[src/rtl/mmu_guard_pkg.sv]
package mmu_guard_pkg;

    localparam int unsigned IDX_W = 3;
    localparam int unsigned ACC_W = 3;
    localparam int unsigned FT_W  = 3;
    localparam int unsigned LVL_W = 2;
    // status layout: overrun, valid, type, index, level
    localparam int unsigned STAT_W = 2 + FT_W + IDX_W + LVL_W;

    localparam logic [FT_W-1:0] FT_NONE = 3'd0;
    localparam logic [FT_W-1:0] FT_PROT = 3'd2;
    localparam logic [FT_W-1:0] FT_PRIV = 3'd3;

    typedef struct packed {
        logic rd;
        logic wr;
        logic ex;
    } rights_t;

    typedef struct packed {
        logic [LVL_W-1:0] lvl;
        logic [IDX_W-1:0] idx;
        logic [FT_W-1:0]  ftype;
    } fault_rec_t;

    typedef enum logic [1:0] {
        REC_EMPTY   = 2'd0,
        REC_HELD    = 2'd1,
        REC_OVERRUN = 2'd2
    } rec_state_t;

endpackage

[src/rtl/mmu_rights_table.sv]
module mmu_rights_table
    import mmu_guard_pkg::*;
(
    input  logic             user,
    input  logic [ACC_W-1:0] acc,
    output rights_t          grant
);
    always_comb begin
        grant = '0;
        unique case (acc)
            3'd0: grant = '{rd: 1'b1, wr: 1'b0, ex: 1'b0};
            3'd1: grant = '{rd: 1'b1, wr: 1'b1, ex: 1'b0};
            3'd2: grant = '{rd: 1'b1, wr: 1'b0, ex: 1'b1};
            3'd3: grant = '{rd: 1'b1, wr: 1'b1, ex: 1'b1};
            3'd4: grant = '{rd: 1'b0, wr: 1'b0, ex: 1'b1};
            3'd5: grant = user ? '{rd: 1'b1, wr: 1'b0, ex: 1'b0}
                               : '{rd: 1'b1, wr: 1'b1, ex: 1'b0};
            3'd6: grant = user ? '{rd: 1'b0, wr: 1'b0, ex: 1'b0}
                               : '{rd: 1'b1, wr: 1'b0, ex: 1'b1};
            3'd7: grant = user ? '{rd: 1'b0, wr: 1'b0, ex: 1'b0}
                               : '{rd: 1'b1, wr: 1'b1, ex: 1'b1};
            default: grant = '0;
        endcase
    end
endmodule

[src/rtl/mmu_rights_check.sv]
module mmu_rights_check
    import mmu_guard_pkg::*;
(
    input  logic [IDX_W-1:0] idx,
    input  logic [ACC_W-1:0] acc,
    output rights_t          grant,
    output logic [FT_W-1:0]  ftype
);
    logic is_user;
    logic need_rd, need_wr, need_ex;
    logic lacking;

    assign is_user = ~idx[0];

    mmu_rights_table u_table (
        .user  (is_user),
        .acc   (acc),
        .grant (grant)
    );

    // a write needs W, a fetch needs X, a plain load needs R
    assign need_wr = idx[2];
    assign need_ex = idx[1];
    assign need_rd = ~idx[2] & ~idx[1];

    assign lacking = (need_rd & ~grant.rd) |
                     (need_wr & ~grant.wr) |
                     (need_ex & ~grant.ex);

    always_comb begin
        if (is_user && acc[2] && acc[1]) begin
            ftype = FT_PRIV;
        end else if (lacking) begin
            ftype = FT_PROT;
        end else begin
            ftype = FT_NONE;
        end
    end
endmodule

[src/rtl/mmu_fault_rec.sv]
module mmu_fault_rec
    import mmu_guard_pkg::*;
#(
    parameter int unsigned ADDR_W    = 32,
    parameter int unsigned PAGE_BITS = 12
) (
    input  logic              clk,
    input  logic              rst_n,
    input  logic              fault_evt,
    input  fault_rec_t        fault_info,
    input  logic [ADDR_W-1:0] fault_va,
    input  logic              rd_en,
    input  logic              rd_sel,
    output logic [ADDR_W-1:0] rd_data
);
    localparam int unsigned PAD_W = ADDR_W - STAT_W;
    localparam logic [ADDR_W-1:0] PAGE_MASK =
        {{(ADDR_W-PAGE_BITS){1'b1}}, {PAGE_BITS{1'b0}}};

    rec_state_t        st, st_nx;
    fault_rec_t        body;
    logic [ADDR_W-1:0] far_q;
    logic              stat_clr;
    logic [ADDR_W-1:0] fsr_view;

    assign stat_clr = rd_en & ~rd_sel;

    // state register
    always_ff @(posedge clk or negedge rst_n) begin
        if (!rst_n) begin
            st <= REC_EMPTY;
        end else begin
            st <= st_nx;
        end
    end

    // transitions: a fault wins over a clearing read
    always_comb begin
        st_nx = st;
        unique case (st)
            REC_EMPTY: begin
                if (fault_evt) st_nx = REC_HELD;
            end
            REC_HELD, REC_OVERRUN: begin
                if (fault_evt) begin
                    st_nx = stat_clr ? REC_HELD : REC_OVERRUN;
                end else if (stat_clr) begin
                    st_nx = REC_EMPTY;
                end
            end
            default: st_nx = REC_EMPTY;
        endcase
    end

    // record contents
    always_ff @(posedge clk or negedge rst_n) begin
        if (!rst_n) begin
            body  <= '0;
            far_q <= '0;
        end else begin
            if (fault_evt) begin
                body  <= fault_info;
                far_q <= fault_va & PAGE_MASK;
            end else if (stat_clr) begin
                body  <= '0;
            end
        end
    end

    assign fsr_view = {{PAD_W{1'b0}}, body,
                       (st != REC_EMPTY), (st == REC_OVERRUN)};

    assign rd_data = rd_sel ? far_q : fsr_view;

    AST_OVERRUN_HOLDS: assert property (@(posedge clk) disable iff (!rst_n)
        (st == REC_OVERRUN && !stat_clr) |=> (st == REC_OVERRUN));

    AST_FAR_QUIET: assert property (@(posedge clk) disable iff (!rst_n)
        !fault_evt |=> $stable(far_q));

    AST_CLEAR_EMPTIES: assert property (@(posedge clk) disable iff (!rst_n)
        (stat_clr && !fault_evt) |=> (fsr_view == '0));

    AST_FRESH_ON_RACE: assert property (@(posedge clk) disable iff (!rst_n)
        (stat_clr && fault_evt) |=> (st == REC_HELD));

endmodule

[src/rtl/mmu_access_guard.sv]
module mmu_access_guard
    import mmu_guard_pkg::*;
#(
    parameter int unsigned ADDR_W    = 32,
    parameter int unsigned PAGE_BITS = 12
) (
    input  logic              clk,
    input  logic              rst_n,
    input  logic              req_valid,
    input  logic              req_write,
    input  logic              req_fetch,
    input  logic              req_super,
    input  logic [ACC_W-1:0]  req_acc,
    input  logic [ADDR_W-1:0] req_va,
    input  logic [LVL_W-1:0]  walk_level,
    input  logic [FT_W-1:0]   walk_type,
    input  logic              nf_mode,
    input  logic              traps_en,
    input  logic              rd_en,
    input  logic              rd_sel,
    output logic              resp_valid,
    output logic              perm_r,
    output logic              perm_w,
    output logic              perm_x,
    output logic              trap_ifault,
    output logic              trap_dfault,
    output logic [ADDR_W-1:0] rd_data
);
    logic [IDX_W-1:0] idx;
    rights_t          tbl_grant;
    logic [FT_W-1:0]  tbl_type;
    logic             walk_fail;
    logic             nf_drop;
    logic [FT_W-1:0]  eff_type;
    logic             fault_evt;
    logic             quiet;
    fault_rec_t       info;
    rights_t          grant_nx;
    logic             ti_nx, td_nx;

    assign idx = {req_write, req_fetch, req_super};

    mmu_rights_check u_check (
        .idx   (idx),
        .acc   (req_acc),
        .grant (tbl_grant),
        .ftype (tbl_type)
    );

    assign walk_fail = (walk_type != FT_NONE);
    assign nf_drop   = nf_mode & ~req_super;
    assign quiet     = nf_mode | ~traps_en;

    always_comb begin
        if (walk_fail) begin
            eff_type = walk_type;
        end else if (nf_drop) begin
            eff_type = FT_NONE;
        end else begin
            eff_type = tbl_type;
        end
    end

    assign fault_evt = req_valid & (eff_type != FT_NONE);

    assign info.lvl   = walk_fail ? walk_level : '0;
    assign info.idx   = idx;
    assign info.ftype = eff_type;

    always_comb begin
        grant_nx = tbl_grant;
        ti_nx    = 1'b0;
        td_nx    = 1'b0;
        if (eff_type != FT_NONE) begin
            if (quiet) begin
                grant_nx = '{rd: 1'b1, wr: 1'b1, ex: 1'b1};
            end else begin
                grant_nx = '0;
                ti_nx    = req_fetch;
                td_nx    = ~req_fetch;
            end
        end
    end

    always_ff @(posedge clk or negedge rst_n) begin
        if (!rst_n) begin
            resp_valid  <= 1'b0;
            perm_r      <= 1'b0;
            perm_w      <= 1'b0;
            perm_x      <= 1'b0;
            trap_ifault <= 1'b0;
            trap_dfault <= 1'b0;
        end else begin
            resp_valid  <= req_valid;
            perm_r      <= req_valid & grant_nx.rd;
            perm_w      <= req_valid & grant_nx.wr;
            perm_x      <= req_valid & grant_nx.ex;
            trap_ifault <= req_valid & ti_nx;
            trap_dfault <= req_valid & td_nx;
        end
    end

    mmu_fault_rec #(
        .ADDR_W    (ADDR_W),
        .PAGE_BITS (PAGE_BITS)
    ) u_rec (
        .clk        (clk),
        .rst_n      (rst_n),
        .fault_evt  (fault_evt),
        .fault_info (info),
        .fault_va   (req_va),
        .rd_en      (rd_en),
        .rd_sel     (rd_sel),
        .rd_data    (rd_data)
    );

    AST_ONE_TRAP: assert property (@(posedge clk) disable iff (!rst_n)
        !(trap_ifault && trap_dfault));

    AST_TRAP_NO_RIGHTS: assert property (@(posedge clk) disable iff (!rst_n)
        (trap_ifault || trap_dfault) |-> !(perm_r || perm_w || perm_x));

    AST_QUIET_NO_TRAP: assert property (@(posedge clk) disable iff (!rst_n)
        (req_valid && (nf_mode || !traps_en)) |=> !(trap_ifault || trap_dfault));

    AST_LOAD_NO_ITRAP: assert property (@(posedge clk) disable iff (!rst_n)
        (req_valid && !req_fetch) |=> !trap_ifault);

    AST_RESP_NEXT: assert property (@(posedge clk) disable iff (!rst_n)
        req_valid |=> resp_valid);

    AST_RESP_IDLE: assert property (@(posedge clk) disable iff (!rst_n)
        !req_valid |=> !resp_valid);

endmodule

[config.mk]
export PLATFORM = sky130hd
export DESIGN_NAME = mmu_access_guard
export DESIGN_NICKNAME = d
export VERILOG_FILES = /design/src/rtl/mmu_guard_pkg.sv /design/src/rtl/mmu_rights_table.sv /design/src/rtl/mmu_rights_check.sv /design/src/rtl/mmu_fault_rec.sv /design/src/rtl/mmu_access_guard.sv
export SDC_FILE = /design/constraint.sdc
export NUM_CORES = 1
export LEC_CHECK = 0
export BUFFER_PORTS_ARGS = -buffer_cell sky130_fd_sc_hd__buf_2
export CORE_UTILIZATION = 41
export DETAILED_ROUTE_END_ITERATION = 12
export HOLD_SLACK_MARGIN = 0.02
export PLACE_DENSITY_LB_ADDON = 0.25
export SLEW_MARGIN = 20
export SYNTH_ARGS = -nofsm -noshare
export SYNTH_HDL_FRONTEND = slang
export SYNTH_HIERARCHICAL = 1
export SYNTH_SLANG_ARGS = --single-unit
[constraint.sdc]
create_clock -name clk -period 1.05 [get_ports clk]
set_input_delay 0.105 -clock clk [delete_from_list [all_inputs] [get_ports clk]]
set_output_delay 0.105 -clock clk [all_outputs]
set_load 0.02 [all_outputs]
**Word-level counts from Yosys, hierarchy flattened**

Cells that the tools add are included.

- Register bits after elaboration: 36
- Output and inout bits: 38
- Bits of input ports: 50
- Logic and storage cells: 78

- Eq/ne operators: 11
- Mux-type cells: 23
- Bitwise operators: 23
- Reduce and logical (&&, ||, !) cells: 10

Operator list:

| kind | number |
|---|---|
| $mux W32 | 1 |
| $pmux W3 S8 | 1 |
| $mux W3 | 7 |
| $mux W8 | 2 |
| $mux W2 | 7 |
| $and A1 B1 Y1 | 12 |
| $eq A3 B3 Y1 const B | 4 |
| $not A1 Y1 | 8 |
| $eq A3 B2 Y1 const B | 2 |
| $reduce_bool A3 Y1 | 2 |
| $mux W1 | 4 |
| $pmux W2 S2 | 1 |
| $reduce_bool A2 Y1 | 2 |
| $eq A3 B1 Y1 const B | 1 |
| $logic_not A3 Y1 | 1 |
| $ne A3 B2 Y1 const B | 1 |
| $or A1 B1 Y1 | 3 |
| $eq A2 B1 Y1 const B | 1 |
| $eq A2 B2 Y1 const B | 1 |
| $logic_and A1 B1 Y1 | 2 |
| $logic_not A2 Y1 | 1 |
| $ne A2 B2 Y1 const B | 1 |
| $reduce_and A2 Y1 | 1 |
| $reduce_or A2 Y1 | 1 |

**Longest topological paths before layout**

Gate-level depths: netlist (run 1).

- Depth in word-level cells: 14
- Gate-level depth with buffers: 12
- Gate-level depth less buffers: 10

**Modules after synthesis**

The synthesis (run 1) kept the hierarchy.

Modules (own cells, without submodules):

| module | cells an instance | seq. area each (sq um) | times used | area an instance (sq um) |
|---|---|---|---|---|
| mmu_fault_rec | 128 | 750.7 | 1 | 1420.1 |
| mmu_access_guard | 31 | 150.1 | 1 | 317.8 |
| mmu_rights_check | 9 | 0.0 | 1 | 51.3 |
| mmu_rights_table | 7 | 0.0 | 1 | 48.8 |

**Least setup slack after synthesis (run 1)**

No wires, ideal clock.

- Path kind: input to register
- Start: input port req_super
- End: register u_rec/body[6] (netlist bit)
- Data arrival time: 1915 ps
- Slack: -993 ps
- Library setup time: 128 ps
- Required time: 922 ps
- Buffers on the path: 2
- Stages on the path: 12
- Path through: inv_1 > and2_1 > o21ai_2 > nor3_1 > or3_1 > or3_4 > a21boi_2 > nor2_1 > buf_2 > buf_2 > nand2_1 > o21ai_0

RTL lines:

| item | line | RTL |
|---|---|---|
| start: declaration | mmu_access_guard.sv:12 | `input logic req_super,` |
| end signal: assignment | mmu_fault_rec.sv:62 | `body <= fault_info;` |
| end: declaration | mmu_fault_rec.sv:21 | `fault_rec_t body;` |

==> results.md, run 1 <==
- Top sig layer: met4
- Via density: 4.96
- Avg Inst Size Synth: 10.5 um^2
- H-Tree Depth: 2
- Post-synthesis sequential area ratio: 49.0%
- HP Class: in -> reg
- CTS Sinks: 36
- Final hold violation count: 0
- Post-synth top area share: 49.0%
- Fillers: 272
- Post-Synthesis Cells: 175
- Worst-path fanout max: 8
- Slew Viols, Final: 0
- Largest net degree at the start of global routing: 23
- Crit path DAT: 1990 ps
- Layout Cells excl Fill: 344
- Count leader, synth: dfrtp_1
- Violated checks: setup timing
- M1 WL: 1.93 mm
- FF+latch area: 901 um^2
- CTS buffer count: 5
- Metal2 WL: 2.89 mm
- Setup slack at placement: -1090 ps
- I/O Buffers: 73
- GRT Util Overall: 21.0%
- Number of synthesized flops with an enable pin: 0
- Flops & latches, synth: 36
- Setup violations, final: 41
- Pwr Density: 1450 nW/um^2
- GRT overflow: 0
- RSZ-0062 raised after global routing: true
- Static leakage: 0.00156 uW
- CP endpoint kind: flip-flop
- Final worst slack: -788 ps
- Synth Cell Area: 1840 um^2
- Synth Flop Type: dfrtp_1
- CTS tree: yes
- Final HPWL from detailed placement: 2.95 mm
- Max Clock Skew: 0.119 ps
- WL met3: 163 um
- Antenna diodes: 0
- Cell variety after synth: 31
- CP required: 1200 ps
- Core area: 4140 um^2
- Initial antenna violation count: 0
- Total negative slack: -26000 ps
- WHS: 55.8 ps
- Final Power: 4590 uW
- DRT antenna net count: 0
- Setup Crit Path Kind: in -> reg
- Area of the multi-input gates: 1120 um^2
- Post-synth ARST share: 100%
- Die H: 69.0 um
- FMAX: 544 MHz
- Largest cells by area after synthesis: dfrtp_1 (49%), mux2_2 (12%), and2_1 (7.5%)
- DR vias: 1707
- Clk Latency, worst-skew pair: 280 ps
- DRT Pass-1 Iters: 4
- Global-route wire length before repair: 7.18 mm
- Initial Util: 44.4%
- Placed cell count: 314
- Maximum clock path buffer count: 2
- Ys Warns: 6
- Root Buffer: clkbuf_8
- Max IR drop VDD: 737 uV
- Clock period minus worst slack: 1840 ps
- First DRT Iteration DRCs: 61
- Area Overhead vs Synth: 72.1%
- Vias in the first global route: 1678
- Row count: 23
- Wire per inst: 14.6 um
- Die area: 4750 um^2
- IO Count: 88
- Final WL: 5.03 mm
- Critical path launch point type: input pin
- Width of the die: 69.0 um
- Final Wtd Congestion: 0.875
- Nets: 346
- Top cells by count, synth: dfrtp_1 (36), and2_1 (22), nand2_1 (22)
- Worst-path clk slew: 70 ps
- Layout cell share with drive strength beyond 1: 70.7%
- Final Cycle Share: 175%
- Run status: complete, but fails checks
- Max-Cap Viols: 0
- DRC Markers: 0
- Area leader, netlist: dfrtp_1
==> power by group <==
group	internal (uW)	switching (uW)
Clock	523	467
Sequential	1560	95.3
Combinational	1100	849
Total	3180	1410
==> path summary, 6_finish.rpt <==
| check | slack [ps] | cells after the start | end | from |
|---|---|---|---|---|
| min reg2reg | 510 | 1 | u_rec/far_q[24] | u_rec/far_q[24] |
| min | 60 | 2 | u_rec/far_q[24] | req_va[24] |
| max in group asynchronous | 330 | 3 | u_rec/far_q[20] | rst_n |
| min in group asynchronous | 280 | 2 | u_rec/far_q[25] | rst_n |
| max reg2reg | -160 | 6 | u_rec/st[1] | u_rec/st[0] |
| max | -790 | 10 | u_rec/far_q[31] | req_acc[1] |
==> worst max-delay path, stage by stage <==
cell      delay (ps)
buf_8            100
nor3b_4          170
a21o_1           140
o22ai_2           80
or3_1            320
or3_4            360
a21boi_4         180
buf_4            150
nor2_4            70
mux2_4           320
==> registers in the layout, summed over array words and instances, names as in the netlist <==
register,count
trap_ifault,1
perm_x,1
perm_r,1
u_rec/body,8
u_rec/st,2
perm_w,1
trap_dfault,1
u_rec/far_q,20
resp_valid,1
==> metrics by stage <==
step	util (%)	instance area [um^2]
6_report	76.3	3160
5_1_grt	76.3	3160
4_1_cts	71.6	2970
3_5_place_dp	59.1	2450
3_3_place_gp	59.1	2450
2_1_floorplan	-	1900
==> cells in the final DEF, fill, tap and decap left out, types with 2 or more instances in the layout <==
cell type and count:
a31o_2 2, and2_4 21, buf_12 2, buf_2 44, buf_4 33, buf_6 37, clkbuf_8 6, clkinv_2 2
conb_1 3, dfrtp_1 36, ha_4 2, inv_1 6, inv_2 2, mux2_2 17, mux2_4 3, nand2_1 14
nand2_2 7, nand2b_1 2, nor2_4 5, nor2b_1 9, nor2b_4 4, nor3_1 2, o21ai_1 4, o21ai_2 5
o32ai_2 4
==> cell type report <==
class	count	share of cell area [%]
multi-input combinational	123	35.4
sequential	36	28.5
timing repair buffer	118	30.0
inverter	9	1.23
clock inverter	2	0.316
clock buffer	6	2.61
tap	50	1.98
==> metal layers <==
metal	vias to the layer above	global-route usage (%)
met2	44	38.8
met3	4	5.26
li1	817	-
met5	-	0
met4	0	8.93
met1	842	22.4
==> cell families after synthesis <==
logic type               count (synthesis)  synth area share (%)
AO/OA/AOI/OAI                           23                  9.33
buffers and inverters                   20                  5.38
other                                    2                 0.409
flip-flops                              36                  49.0
AND/OR/NAND/NOR                         71                  21.6
multiplexers                            20                  12.3
adder cells (fa/ha/maj)                  3                  2.04
==> what timing repair did <==
action / CTS / global route
gates cloned: 4 / 0
hold buffers: 1 / 0
setup endpoints to repair: 62 / 65
pin swaps: 8 / 3
resized for setup: 97 / 39
hold endpoints to repair: 14 / 0
buffers inserted: 10 / 8
(Power assumes the default switching activity.)
==> run 2, diff against run 1 <==
--- a/config.mk
+++ b/config.mk
@@ -5,10 +5,12 @@
 export SDC_FILE = /design/constraint.sdc
 export NUM_CORES = 1
 export LEC_CHECK = 0
+export ABC_AREA = 1
 export BUFFER_PORTS_ARGS = -buffer_cell sky130_fd_sc_hd__buf_2
-export CORE_UTILIZATION = 41
+export CORE_UTILIZATION = 42
 export DETAILED_ROUTE_END_ITERATION = 12
 export HOLD_SLACK_MARGIN = 0.02
+export MAX_ROUTING_LAYER = met4
 export PLACE_DENSITY_LB_ADDON = 0.25
 export SLEW_MARGIN = 20
 export SYNTH_ARGS = -nofsm -noshare
==> results.md, run 2 <==
- Area of the multi-input gates: 1040 um^2 (-6.9%)
- Max IR drop VDD: 797 uV (+8.2%)
- Switch share: 34.5% (+3.8 points)
- Largest cells by area after synthesis: dfrtp_1 (48%), nand2_1 (22%), inv_1 (10%)
- Via density: 4.75 (-4.2%)
- CP required: 1270 ps (+70 ps)
- Layout cell share with drive strength beyond 1: 55.1% (-16 points)
- Max FFs per register: 20 (unchanged)
- CTS Sinks: 36 (unchanged)
- Maximum clock path buffer count: 2 (unchanged)
- Pwr Density: 1370 nW/um^2 (-5.6%)
- I/O Buffers: 73 (unchanged)
- Core area: 4350 um^2 (+5.1%)
- Net Switching: 1650 uW (+17%)
- Number of synthesized flops with an enable pin: 0 (unchanged)
- Run status: complete, but fails checks
- CTS tree: yes
- Reg2reg path depth: 7 (+1)
- DRC Markers: 0 (unchanged)
- GRT met1 Usage: 25.0% (+2.5 points)
- Final WL: 6.07 mm (+21%)
- Count leader, synth: nand2_1
- CP endpoint kind: flip-flop
- Post-synthesis sequential area ratio: 47.6% (-1.5 points)
- Largest Register: u_rec/far_q
- Largest net degree at the start of global routing: 37 (+61%)
- Antenna diodes: 0 (unchanged)
- Width of the die: 69.2 um (+0.30%)
- FF+latch area: 901 um^2 (unchanged)
- Worst-path clk slew: 70 ps (about the same)
- Post-Synthesis Cells: 269 (+54%)
- H-Tree Depth: 2 (unchanged)
- Crit path DAT: 1580 ps (-410 ps)
- Vias in the first global route: 1916 (+14%)
- Initial antenna violation count: 0 (unchanged)
- Critical path launch point type: input pin
- Post-synth top area share: 47.6% (-1.5 points)
- Static leakage: 0.00199 uW (+27%)
- FMAX: 733 MHz (+35%)
- Slew Viols, Final: 0 (unchanged)
- Synth Flop Type: dfrtp_1
- DRT antenna net count: 0 (unchanged)
- GRT overflow: 0 (unchanged)
- Internal power: 3130 uW (-1.7%)
- Worst-path fanout max: 6 (-2)
- Root Buffer: clkbuf_8
- DR vias: 2162 (+27%)
- RSZ-0062 raised after global routing: true
- Post-synth ARST share: 100% (unchanged)
- Final Cycle Share: 130% (-45 points)
- Final Wtd Congestion: 0.782 (-11%)
- Clk Latency, worst-skew pair: 290 ps (about the same)
- Final hold violation count: 0 (unchanged)
- Synth Cell Area: 1890 um^2 (+3.1%)
- Most common cell after layout, fill and taps aside: nand2_1
- Combinational fraction of design power: 43.0% (+0.5 points)
- DRT Pass-1 Iters: 4 (unchanged)
- Hold depth: 3 (+1)
- GRT met2 Usage: 38.1% (-0.76 points)
- Max Clock Skew: 5.88 ps (+5.76 ps)
- WHS: 30.4 ps (-25.4 ps)
- Ys Warns: 6 (unchanged)
- Nets: 456 (+32%)
- Flop pwr share: 35.0% (-1.0 points)
- Avg Inst Size Synth: 7.04 um^2 (-33%)
- Area Overhead vs Synth: 84.1%
- Violated checks: setup timing
- Final HPWL from detailed placement: 3.12 mm (+5.6%)
- Biggest regs: u_rec/far_q: 20 flops, u_rec/body: 8 flops, u_rec/st: 2 flops
- Clock period minus worst slack: 1360 ps (-474 ps)
- Top cells by count, synth: nand2_1 (109), inv_1 (51), dfrtp_1 (36)
- IO Count: 88 (unchanged)
- Initial Util: 43.5% (-0.85 points)
- Final worst slack: -314 ps (+474 ps)
- Cell variety after synth: 18 (-42%)
- Setup slack at placement: -657 ps (+433 ps)
- Most frequent cells in the layout: nand2_1 (73), buf_2 (44), buf_4 (43)
- Global-route wire length before repair: 8.07 mm (+13%)
- Grt met3 use: 3.80% (-1.5 points)
- GRT Util Overall: 21.7% (+0.69 points)
- First DRT Iteration DRCs: 141 (+130%)
- Die area: 4780 um^2 (+0.60%)
- Area leader, netlist: dfrtp_1
- Clock power share: 22.1% (+0.5 points)
- CTS buffer count: 5 (unchanged)
- Setup violations, final: 45 (+9.8%)
- Most Crowded Layer GR: met2
- Setup Crit Path Kind: in -> reg
- Fillers: 251 (-7.7%)
- Flops & latches, synth: 36 (unchanged)
- Row count: 24 (+4.3%)
- Die H: 69.2 um (+0.30%)
- Wire per inst: 13.3 um (-8.9%)
- HP Class: in -> reg
- Max-Cap Viols: 0 (unchanged)
[run 2: changes by cell type in the layout (fill, tap and decap cells not counted), sizes merged, moves of 9 or more]
cell         delta
nand2          +92
nor2b          -13
nand3           +9
mux2           -20
inv            +43
and2           -22
dlygate4sd3    +14
nor2           +18
[run 2: cell type report]
class,count,share of cell area (%)
repair buffers,137,33.2
inverters,53,6.49
well taps,52,1.87
multi-input cells,170,29.8
clock buffers,7,2.76
flip-flops and latches,36,25.8
[run 2: metrics by stage]
step	total power, uW	util, %	setup TNS (ps)	area, um^2	std cells
floorplan	2410	-	-9270	1980	270
global placement	2900	58.7	-19870	2560	413
detailed placement	2930	58.7	-21060	2560	413
CTS	4230	70.3	-6220	3060	443
global route	5030	80.1	-13350	3490	455
finish	4780	80.1	-9430	3490	455
[run 2: kinds of logic (layout without fill, tap and decap cells)]
family | after synthesis | in the layout | synth area share, %
buf+inv | 64 | 197 | 14.1
compound gates | 16 | 16 | 4.36
other cells | 2 | 3 | 0.396
simple gates | 148 | 148 | 31.6
fa+ha+maj | 3 | 3 | 1.98
flops | 36 | 36 | 47.6
[run 2: power groups by stage]
| stage | combinational (uW) | sequential [uW] | clock, uW |
|---|---|---|---|
| after floorplan | 748 | 1660 | 0 |
| after global placement | 1250 | 1650 | 0 |
| after detailed placement | 1270 | 1650 | 0 |
| after CTS | 1520 | 1630 | 1070 |
| after global routing | 2200 | 1680 | 1140 |
| final | 2050 | 1670 | 1050 |
[run 2: layer usage]
metal  share of wire, %  wire length, um
met1                 38             2320
met2                 54             3280
met3                4.9              296
met4                2.8              171
met5                  0                0
[run 2: path summary, 6_finish.rpt]
| path | end | slack, ps | startpoint |
|---|---|---|---|
| max in group asynchronous | perm_x | 540 | rst_n |
| hold / removal | u_rec/far_q[28] | 30 | req_va[28] |
| min in group asynchronous | u_rec/far_q[14] | 300 | rst_n |
| setup / recovery | u_rec/st[1] | -310 | req_super |
| hold reg to reg | u_rec/far_q[23] | 490 | u_rec/far_q[23] |
| setup reg to reg | u_rec/st[0] | -190 | u_rec/st[0] |
[run 2: worst max-delay path: stages]
cell and delay [ps]:
buf_12 110, inv_12 50, nand2_4 40, nand2_2 70
nand2_2 60, inv_2 40, nand2_1 40, nand2_1 50
nor2_1 30, nand2_1 70, nand3_2 80, nand2_2 90
nor2_4 50, a21oi_4 200, buf_6 180, buf_8 130
nand4_1 80, o21ai_1 90
[run 2: timing repair]
action	CTS	global route
hold endpoints to repair	50	0
buffers inserted	10	12
cloned	1	1
gates resized for setup	51	111
endpoints found under the setup margin	37	63
pin swaps	12	15
hold buffers	15	0
